--- config.mk ---
export PLATFORM = sky130hd
export DESIGN_NAME = wdog_top
export DESIGN_NICKNAME = d
export VERILOG_FILES = /design/src/rtl/wdog_pkg.sv /design/src/rtl/wdog_ctrl.sv /design/src/rtl/wdog_datapath.sv /design/src/rtl/wdog_top.sv
export SDC_FILE = /design/constraint.sdc
export NUM_CORES = 1
export LEC_CHECK = 0
export BUFFER_PORTS_ARGS = -buffer_cell sky130_fd_sc_hd__buf_2
export CAP_MARGIN = 20
export CELL_PAD_IN_SITES_DETAIL_PLACEMENT = 0
export CELL_PAD_IN_SITES_GLOBAL_PLACEMENT = 1
export CORE_AREA = 5 5 96 98
export CTS_CLUSTER_DIAMETER = 100
export CTS_CLUSTER_SIZE = 8
export DETAILED_ROUTE_END_ITERATION = 8
export DIE_AREA = 0 0 101 103
export PLACE_DENSITY_LB_ADDON = 0.05
export SLEW_MARGIN = 30
export SYNTH_ARGS = -nofsm -noshare
export SYNTH_HDL_FRONTEND = slang
export SYNTH_HIERARCHICAL = 1
export SYNTH_SLANG_ARGS = --single-unit
--- constraint.sdc ---
create_clock -name clk -period 2.3 [get_ports clk]
set_input_delay 0.46 -clock clk [delete_from_list [all_inputs] [get_ports clk]]
set_output_delay 0.46 -clock clk [all_outputs]
set_load 0.01 [all_outputs]
--- src/rtl/wdog_pkg.sv ---
package wdog_pkg;
  localparam int ADDR_W     = 4;
  localparam int DATA_W     = 32;
  localparam int SRC_W      = 4;
  localparam int PERIOD_W   = 8;
  localparam int EN_W       = 5;
  localparam int CFG_W      = EN_W + PERIOD_W + SRC_W;
  localparam int PERIOD_LSB = SRC_W;
  localparam int EN_LSB     = SRC_W + PERIOD_W;

  localparam logic [ADDR_W-1:0] OFF_CFG = 4'h0;
  localparam logic [ADDR_W-1:0] OFF_CMD = 4'h8;
  localparam logic [ADDR_W-1:0] OFF_KEY = 4'hC;
  localparam logic [DATA_W-1:0] KEY_VAL = 32'h0000_C45A;

  // enable field, index within EN_W
  localparam int EN_IRQ = 0;
  localparam int EN_FIQ = 1;
  localparam int EN_REM = 2;
  localparam int EN_DBG = 3;
  localparam int EN_POR = 4;

  typedef struct packed {
    logic start;
    logic stop;
  } wdCmd_t;
endpackage

--- src/rtl/wdog_ctrl.sv ---
module wdog_ctrl
  import wdog_pkg::*;
(
  input  logic              clk,
  input  logic              rstN,
  input  logic              wrEn,
  input  logic [ADDR_W-1:0] wrAddr,
  input  logic [DATA_W-1:0] wrData,
  output logic [CFG_W-1:0]  cfgReg,
  output logic              running,
  output wdCmd_t            cmd
);
  logic cfgWr, cmdWr, keyWr, keyOk;
  logic stopOk, startReq;

  assign cfgWr = wrEn && (wrAddr == OFF_CFG);
  assign cmdWr = wrEn && (wrAddr == OFF_CMD);
  assign keyWr = wrEn && (wrAddr == OFF_KEY);

  assign stopOk   = cmdWr && wrData[1] && keyOk;
  assign startReq = cmdWr && wrData[0] && !stopOk;

  assign cmd.start = startReq;
  assign cmd.stop  = stopOk;

  always_ff @(posedge clk) begin
    if (!rstN) begin
      cfgReg  <= '0;
      running <= 1'b0;
      keyOk   <= 1'b0;
    end else begin
      // any write consumes or replaces the key
      if (wrEn) keyOk <= keyWr && (wrData == KEY_VAL);
      if (cfgWr && !running) cfgReg <= wrData[CFG_W-1:0];
      if (stopOk) running <= 1'b0;
      else if (startReq) running <= 1'b1;
    end
  end

  // settings frozen while armed
  a_r11_cfg_frozen: assert property (@(posedge clk) disable iff (!rstN)
    running |=> $stable(cfgReg));

  // stop without key leaves an armed watchdog armed
  a_r9_stop_needs_key: assert property (@(posedge clk) disable iff (!rstN)
    (cmdWr && wrData[1] && !keyOk && running) |=> running);
endmodule

--- src/rtl/wdog_datapath.sv ---
module wdog_datapath
  import wdog_pkg::*;
#(
  parameter int NUM_SRC     = 16,
  parameter int FINAL_STAGE = 5
) (
  input  logic                clk,
  input  logic                rstN,
  input  wdCmd_t              cmd,
  input  logic                running,
  input  logic [SRC_W-1:0]    srcSel,
  input  logic [PERIOD_W-1:0] period,
  input  logic [EN_W-1:0]     enBits,
  input  logic [NUM_SRC-1:0]  tmrExpire,
  output logic                irqLocal,
  output logic                fiqLocal,
  output logic                irqRemote,
  output logic                rstDebugReq,
  output logic                rstPorReq
);
  localparam int STAGE_W = $clog2(FINAL_STAGE + 1);
  localparam logic [STAGE_W-1:0] LAST = STAGE_W'(FINAL_STAGE);
  localparam logic [STAGE_W-1:0] PRE  = STAGE_W'(FINAL_STAGE - 1);
  localparam logic [STAGE_W-1:0] ONE  = STAGE_W'(1);
  localparam logic [STAGE_W-1:0] TWO  = STAGE_W'(2);

  logic [NUM_SRC-1:0]  hitVec;
  logic                expHit;
  logic [PERIOD_W-1:0] expCnt;
  logic [STAGE_W-1:0]  stage;
  logic                dbgPulse, porPulse;

  for (genvar g = 0; g < NUM_SRC; g++) begin : g_src
    assign hitVec[g] = tmrExpire[g] && (srcSel == SRC_W'(g));
  end

  assign expHit = running && (|hitVec) && (stage != LAST);

  always_ff @(posedge clk) begin
    if (!rstN) begin
      expCnt   <= '0;
      stage    <= '0;
      dbgPulse <= 1'b0;
      porPulse <= 1'b0;
    end else begin
      dbgPulse <= 1'b0;
      porPulse <= 1'b0;
      if (cmd.start || cmd.stop) begin
        expCnt <= '0;
        stage  <= '0;
      end else if (expHit) begin
        if (expCnt == period - PERIOD_W'(1)) begin
          expCnt <= '0;
          stage  <= stage + ONE;
          if (stage == PRE) begin
            dbgPulse <= enBits[EN_DBG];
            porPulse <= enBits[EN_POR];
          end
        end else begin
          expCnt <= expCnt + PERIOD_W'(1);
        end
      end
    end
  end

  assign irqLocal    = enBits[EN_IRQ] && (stage >= ONE);
  assign fiqLocal    = enBits[EN_FIQ] && (stage >= TWO);
  assign irqRemote   = enBits[EN_REM] && (stage >= TWO);
  assign rstDebugReq = dbgPulse;
  assign rstPorReq   = porPulse;

  // stage never passes the last one
  a_r4_stage_bound: assert property (@(posedge clk) disable iff (!rstN)
    stage <= LAST);

  // reset requests are single-cycle
  a_r7_por_single: assert property (@(posedge clk) disable iff (!rstN)
    rstPorReq |=> !rstPorReq);
  a_r7_dbg_single: assert property (@(posedge clk) disable iff (!rstN)
    rstDebugReq |=> !rstDebugReq);

  // start clears the ladder
  a_r10_rearm: assert property (@(posedge clk) disable iff (!rstN)
    cmd.start |=> (stage == '0 && expCnt == '0));

  // disarmed and no command keeps the stage
  a_r12_idle_hold: assert property (@(posedge clk) disable iff (!rstN)
    (!running && !cmd.start && !cmd.stop) |=> $stable(stage));
endmodule

--- src/rtl/wdog_top.sv ---
module wdog_top
  import wdog_pkg::*;
(
  input  logic        clk,
  input  logic        rstN,
  input  logic        wrEn,
  input  logic [3:0]  wrAddr,
  input  logic [31:0] wrData,
  input  logic [15:0] tmrExpire,
  output logic [31:0] cfgRd,
  output logic        irqLocal,
  output logic        fiqLocal,
  output logic        irqRemote,
  output logic        rstDebugReq,
  output logic        rstPorReq
);
  logic [CFG_W-1:0] cfgReg;
  logic             running;
  wdCmd_t           cmd;

  wdog_ctrl u_ctrl (
    .clk(clk), .rstN(rstN), .wrEn(wrEn), .wrAddr(wrAddr), .wrData(wrData),
    .cfgReg(cfgReg), .running(running), .cmd(cmd)
  );

  wdog_datapath #(.NUM_SRC(16), .FINAL_STAGE(5)) u_dp (
    .clk(clk), .rstN(rstN), .cmd(cmd), .running(running),
    .srcSel(cfgReg[SRC_W-1:0]),
    .period(cfgReg[PERIOD_LSB +: PERIOD_W]),
    .enBits(cfgReg[EN_LSB +: EN_W]),
    .tmrExpire(tmrExpire),
    .irqLocal(irqLocal), .fiqLocal(fiqLocal), .irqRemote(irqRemote),
    .rstDebugReq(rstDebugReq), .rstPorReq(rstPorReq)
  );

  assign cfgRd = {{(DATA_W-CFG_W){1'b0}}, cfgReg};
endmodule

* Yosys cells after proc, flatten, opt, wreduce, memory -nomap -nowiden
Cells that the tools add are included.
Word-level totals: flip-flop bits (word level) 32, bits in latches 0, RAM bits 0, ROM bits 0, bits of input ports 55, output and inout port bits 37, word-level logic and storage cells 78, memories kept 0
Operators by class: add/sub/neg operators 3, $mul 0, div/mod/pow operators 0, $lt $le $gt $ge 2, eq/ne operators 21, shift-type cells 0, mux-type cells 1, bitwise gates (word level) 4, reduce and logical (&&, ||, !) cells 40
Operator list (number):
- $eq 4x4->1 const B | 10
- $eq 32x16->1 const B | 1
- $logic_and 1x1->1 | 30
- $eq 4x3->1 const B | 4
- $reduce_or 16->1 | 1
- $add 8x1->8 const B | 1
- $eq 4x2->1 const B | 2
- $eq 8x8->1 | 1
- $logic_not 4->1 | 2
- $mux 8 | 1
- $sub 8x1->8 const B | 1
- $reduce_or 5->1 | 1
- $eq 4x1->1 const B | 1
- $not 1->1 | 4
- $reduce_or 2->1 | 2
- $add 3x1->3 const B | 1
- $eq 3x3->1 const B | 1
- $ge 3x1->1 const B | 1
- $ge 3x2->1 const B | 1
- $ne 3x3->1 const B | 1
- $logic_not 1->1 | 2
- $reduce_and 2->1 | 1
- $logic_or 1x1->1 | 1

* Depth between registers and ports, before layout
depth after elaboration 8, depth in mapped cells 9, depth with buffers taken out 8

* Modules after synthesis
Netlist, hierarchy kept.
Modules (own cells, without submodules):
- wdog_datapath | times used 1, cells an instance 124, area an instance 1053.5 µm², sequential area each 260.2 µm²
- wdog_ctrl | times used 1, cells an instance 83, area an instance 825.8 µm², sequential area each 380.4 µm²
- wdog_top | times used 1, cells an instance 16, area an instance 116.4 µm², sequential area each 0.0 µm²

* Worst setup path before layout
OpenSTA, ideal clock, no wires.
path type register to register, start point register u_dp.stage[1], end point register u_dp.expCnt[7], setup time 0.071 ns, arrival time 2.222 ns, required time 2.229 ns, setup slack 0.008 ns, cell stages (with the launch flop) 10, buffers on the path 1, clock period less this slack 2.292 ns, cell sequence dfxtp_1 > inv_1 > ha_1 > nand2_1 > nand3_1 > or4_4 > and2_4 > buf_6 > or4_4 > a21oi_2
Between the ends: word-level cells in the longest chain between the ends 2
RTL lines:
- start, declared | RTL line wdog_datapath.sv:30 | logic [STAGE_W-1:0] stage;
- start signal, assigned | RTL line wdog_datapath.sv:54 | stage <= stage + ONE;
- $ne 3x3->1 | RTL line wdog_datapath.sv:37 | assign expHit = running && (|hitVec) && (stage != LAST);
- $logic_and 1x1->1 | RTL line wdog_datapath.sv:37
- end signal, assigned | RTL line wdog_datapath.sv:60 | expCnt <= expCnt + PERIOD_W'(1);
- end, declared | RTL line wdog_datapath.sv:29 | logic [PERIOD_W-1:0] expCnt;
No other way between the ends. A chain may end at the register's enable or synchronous reset.

* Worst setup path after layout
start point register u_dp.stage[0], end point register u_dp.expCnt[7]
The elaborated chain is that of the path after synthesis.

==> impl_table.tex <==
\begin{tabular}{lr}
\hline
Metric & Value \\
\hline
\multicolumn{2}{l}{\textbf{Outcome}} \\
\quad Status & finished clean \\
\multicolumn{2}{l}{\textbf{Yosys}} \\
\quad Synth warnings & 6 \\
\quad Synth top cells by count & dfxtp\_1 (32), nor2\_1 (25), mux2i\_1 (18), buf\_4 (17), xnor2\_1 (14) \\
\quad Proportion of synthesized chip area in sequential cells & 32.1\% \\
\quad Mux share of post-synthesis cell area & a little over an eighth \\
\quad Area fraction of the dominant cell type after synthesis & between 30\% and 40\% \\
\quad Synth Register Bits & 32 \\
\quad Post-synth design cell area & around 2000 sq um \\
\quad Xor/xnor share of the synthesized area & 7.02\% \\
\quad Top FF cell, synth & dfxtp\_1 \\
\quad Post-synthesis compound-gate area fraction & approximately 8\% \\
\quad Area leader, netlist & dfxtp\_1 \\
\quad Leading cell types by total area after synthesis & dfxtp\_1 (32\%), mux2i\_1 (9.0\%), buf\_4 (6.4\%), xnor2\_1 (6.1\%), nor2\_1 (4.7\%) \\
\quad Proportion of register bits with asynchronous set or reset after synthesis & 0\% \\
\quad Top-count cell post-synth & dfxtp\_1 \\
\quad Combinational family with the most area after synthesis & simple AND/OR/NAND/NOR gates \\
\quad Unique cell type count in the Yosys netlist & 47 \\
\quad Area share of and/or/nand/nor cells after synthesis & 24.6\% \\
\quad Synthesized instance count & about 220 \\
\quad EDFF count, synth & 0 \\
\quad Post-synthesis share of cell area spent on full adders, half adders and majority gates & around 3.8\% \\
\quad Syn avg cell area & 8.95 sq um \\
\multicolumn{2}{l}{\textbf{Route}} \\
\quad Final routed DRC violation total & 0 \\
\quad Routed len/inst & about 14 um \\
\quad Total via count in the routed design & 1845 \\
\quad Remaining number of nets flagged by the antenna check after routing & 0 \\
\quad TritonRoute pass-1 iters & 4 \\
\quad DRT Wirelength & 6010 um \\
\quad Post-DR vias/cell & 4.32 \\
\quad Starting DRT DRC Count & 28 \\
\multicolumn{2}{l}{\textbf{Global route}} \\
\quad Initial antenna violation count & 0 \\
\quad Overall overflow remaining after global route & 0 \\
\quad Total GRT Usage & 12.0\% \\
\quad Wire length of the first global-routing pass & 9540 um \\
\quad Vias in the first global route & approximately 1900 \\
\quad Largest net degree at the start of global routing & 19 \\
\multicolumn{2}{l}{\textbf{Power and ir drop}} \\
\quad Clock power frac & between 30\% and 40\% \\
\quad Power spent charging and discharging nets & 281 uW \\
\quad Net switching fraction of the power & 25.2\% \\
\quad Power per Cell Area & 422 nW/um\^{}2 \\
\quad Static Leakage & 1.24 nW \\
\quad Logic gate share of total power & 12.3\% \\
\quad Max rail drop VDD & approximately 170 uV \\
\quad Cell-internal power & 833 uW \\
\quad Seq pwr share & 50.5\% \\
\multicolumn{2}{l}{\textbf{CTS}} \\
\quad Maximum clock insertion buffer count & 2 \\
\quad H-Tree Level Count & 2 \\
\quad TritonCTS clock tree & built \\
\quad Clock slew at the register clock pins of the worst setup and hold paths & approximately 0.070 ns \\
\quad Sink Count & 32 \\
\quad Clock latency reported for the late side of the worst-skew pair & 0.28 ns \\
\quad Number of buffers inserted by hold repair at cts & 0 \\
\quad Buffer cell driving the clock tree root & clkbuf\_8 \\
\quad Num CTS Buffers & 5 \\
\multicolumn{2}{l}{\textbf{STA}} \\
\quad Final Hold Viols & 0 \\
\quad Share of the cycle needed by the critical path after routing & a little over nine tenths \\
\quad Number of max-slew violations in the final report & 0 \\
\quad Slack of the critical path & 0.105 ns \\
\quad Total setup violations reported at the end of the flow & 0 \\
\quad F\_max & 0.456 GHz \\
\quad Post-layout min period & 2.19 ns \\
\quad Maximum clock skew at final layout & 0.00506 ns \\
\multicolumn{2}{l}{\textbf{Setup path}} \\
\quad Reg-to-reg setup timing slack & 0.11 ns \\
\quad Crit Path Max Fanout & 11 \\
\quad Kind of start point of the critical path & flip-flop \\
\quad Crit path arrival time & 2.42 ns \\
\quad Cell type of the slowest stage on the worst timing path & or4\_4 \\
\quad Most frequent cell on the critical path & or4\_4 \\
\quad Worst reg2reg path depth & 7 \\
\quad Path type of the worst setup path & flip-flop to flip-flop \\
\quad Endpoint type of the worst setup path & flip-flop \\
\quad Largest incremental delay on the critical path & roughly 0.53 ns \\
\quad Launch point of the worst reg-to-reg path & u\_dp/stage[0] \\
\quad Endpoint of the lowest-slack register-to-register path & u\_dp/expCnt[7] \\
\quad Ordered list of cells on the worst path & ha\_1 -> nand2\_1 -> nand3\_1 -> or4\_4 -> and2\_4 -> or4\_4 -> a21oi\_2 \\
\quad Required time at the endpoint of the critical path & 2.52 ns \\
\multicolumn{2}{l}{\textbf{Hold path}} \\
\quad Type of the worst min-delay path & input port to flip-flop \\
\quad Startpoint of the tightest hold check path & wrData[10] \\
\quad Endpoint of the worst hold-timing path & u\_ctrl/cfgReg[10] \\
\quad Instance count along the most critical hold path & 3 \\
\multicolumn{2}{l}{\textbf{Floorplan}} \\
\quad Initial Util & a little under a quarter \\
\quad Die Area & about 10000 sq um \\
\quad Width of the die & roughly 100 um \\
\quad Vertical extent of the die & 103 um \\
\quad Core box area & 8380 sq um \\
\quad Placement Rows & 34 \\
\quad I/O Pins & 92 \\
\multicolumn{2}{l}{\textbf{Placement}} \\
\quad DP Area & 2540 sq um \\
\quad \# port buffers & 76 \\
\quad HPWL after DPL & 4970 um \\
\quad Final GP Congestion & 0.740 \\
\quad Pre-CTS WS & between 0.02 and 0.03 ns \\
\multicolumn{2}{l}{\textbf{Cells and area}} \\
\quad Proportion of layout cells with a drive suffix above 1 & 37.0\% \\
\quad Post-Layout Inst Area & 2640 sq um \\
\quad Antenna Cells & 0 \\
\quad Signed area change from the synthesized netlist to the final layout & 32.5\% \\
\quad Final net count & 380 \\
\multicolumn{2}{l}{\textbf{Flow run}} \\
\quad Max-cap viol count & 0 \\
\hline
\end{tabular}
## final cells by class
| type | count | area, sq um |
|---|---|---|
| clock buffers | 6 | 72.6 |
| clock inverters | 1 | 5.00 |
| fillers | 924 | 5740 |
| inverters | 10 | 37.5 |
| multi-input cells | 172 | 1200 |
| flip-flops and latches | 32 | 643 |
| well taps | 108 | 135 |
| repair buffers | 98 | 546 |
## critical path: cells and delay by family (launching register included)
family	cells	cell delay [ns]
AO/OA/AOI/OAI	1	0.13
AND/OR/NAND/NOR	5	1.41
adder cells (fa/ha/maj)	1	0.23
flip-flops	1	0.36
## per-stage QoR
stage	setup TNS [ns]	std cells	hold WS, ns	utilization [%]	power [mW]
4_1_cts	0	426	0.412	31.2	1.14
3_5_place_dp	0	419	0.480	30.3	0.711
6_report	0	427	0.427	31.5	1.11
3_3_place_gp	0	419	0.477	30.3	0.711
5_1_grt	-0.0114	427	0.439	31.5	1.18
2_1_floorplan	0	237	0.468	-	0.655
## flip-flops by register name (all words and copies together) (netlist names)
name	count
u_dp/rstDebugReq	1
u_ctrl/cfgReg	17
u_dp/expCnt	8
u_dp/rstPorReq	1
u_dp/stage	3
u_ctrl/keyOk	1
u_ctrl/running	1
## logic make-up (layout without fill, tap and decap cells)
group           after synthesis  after routing
flops                        32             32
simple gates                 88             88
buf+inv                      33            115
compound gates               24             24
xor+xnor                     16             16
other cells                   1             15
mux                          23             23
fa+ha+maj                     6              6
## worst max path at each step
| stage | start | slack (ns) | to |
|---|---|---|---|
| global route | u_ctrl/cfgReg[4] | -0.01 | u_dp/stage[2] |
| CTS | u_ctrl/cfgReg[6] | 0.02 | u_dp/stage[2] |
| global placement | tmrExpire[13] | 0.06 | u_dp/expCnt[7] |
| detailed placement | tmrExpire[14] | 0.03 | u_dp/expCnt[7] |
| finish | u_dp/stage[0] | 0.11 | u_dp/expCnt[7] |
| floorplan | u_dp/stage[1] | 0.008 | u_dp/expCnt[7] |
## routing by layer
| layer | GRT usage [%] | wire length, um | up-vias |
|---|---|---|---|
| met5 | 0 | 0 | - |
| li1 | - | - | 949 |
| met4 | 3.68 | 49 | 0 |
| met3 | 3.99 | 420 | 4 |
| met1 | 15.2 | 2750 | 838 |
| met2 | 19.3 | 2790 | 54 |
## repair_timing
| action | CTS | global route |
|---|---|---|
| resized for setup | 0 | 6 |
| buffers inserted | 0 | 1 |
| hold endpoints to repair | 0 | 0 |
| endpoints found under the setup margin | 0 | 13 |
## cells in the final DEF (no fill, tap or decap), types with 5 or more instances in the layout
cell type,count
buf_2,76
dfxtp_1,30
nor2_1,25
buf_4,22
mux2i_1,18
conb_1,15
xnor2_1,14
nand2_1,13
nand3_1,9
inv_1,9
a21oi_1,6
ha_1,6
clkbuf_8,5
nor3_1,5
nand4_1,5
## power groups by stage
stage | combinational [mW] | sequential, mW | clock, mW
after floorplan | 0.0782 | 0.576 | 0
after global placement | 0.136 | 0.575 | 0
after detailed placement | 0.136 | 0.575 | 0
after CTS | 0.137 | 0.562 | 0.443
after global routing | 0.154 | 0.563 | 0.467
final | 0.137 | 0.562 | 0.416
No activity file was read; power rests on OpenSTA's default activity.
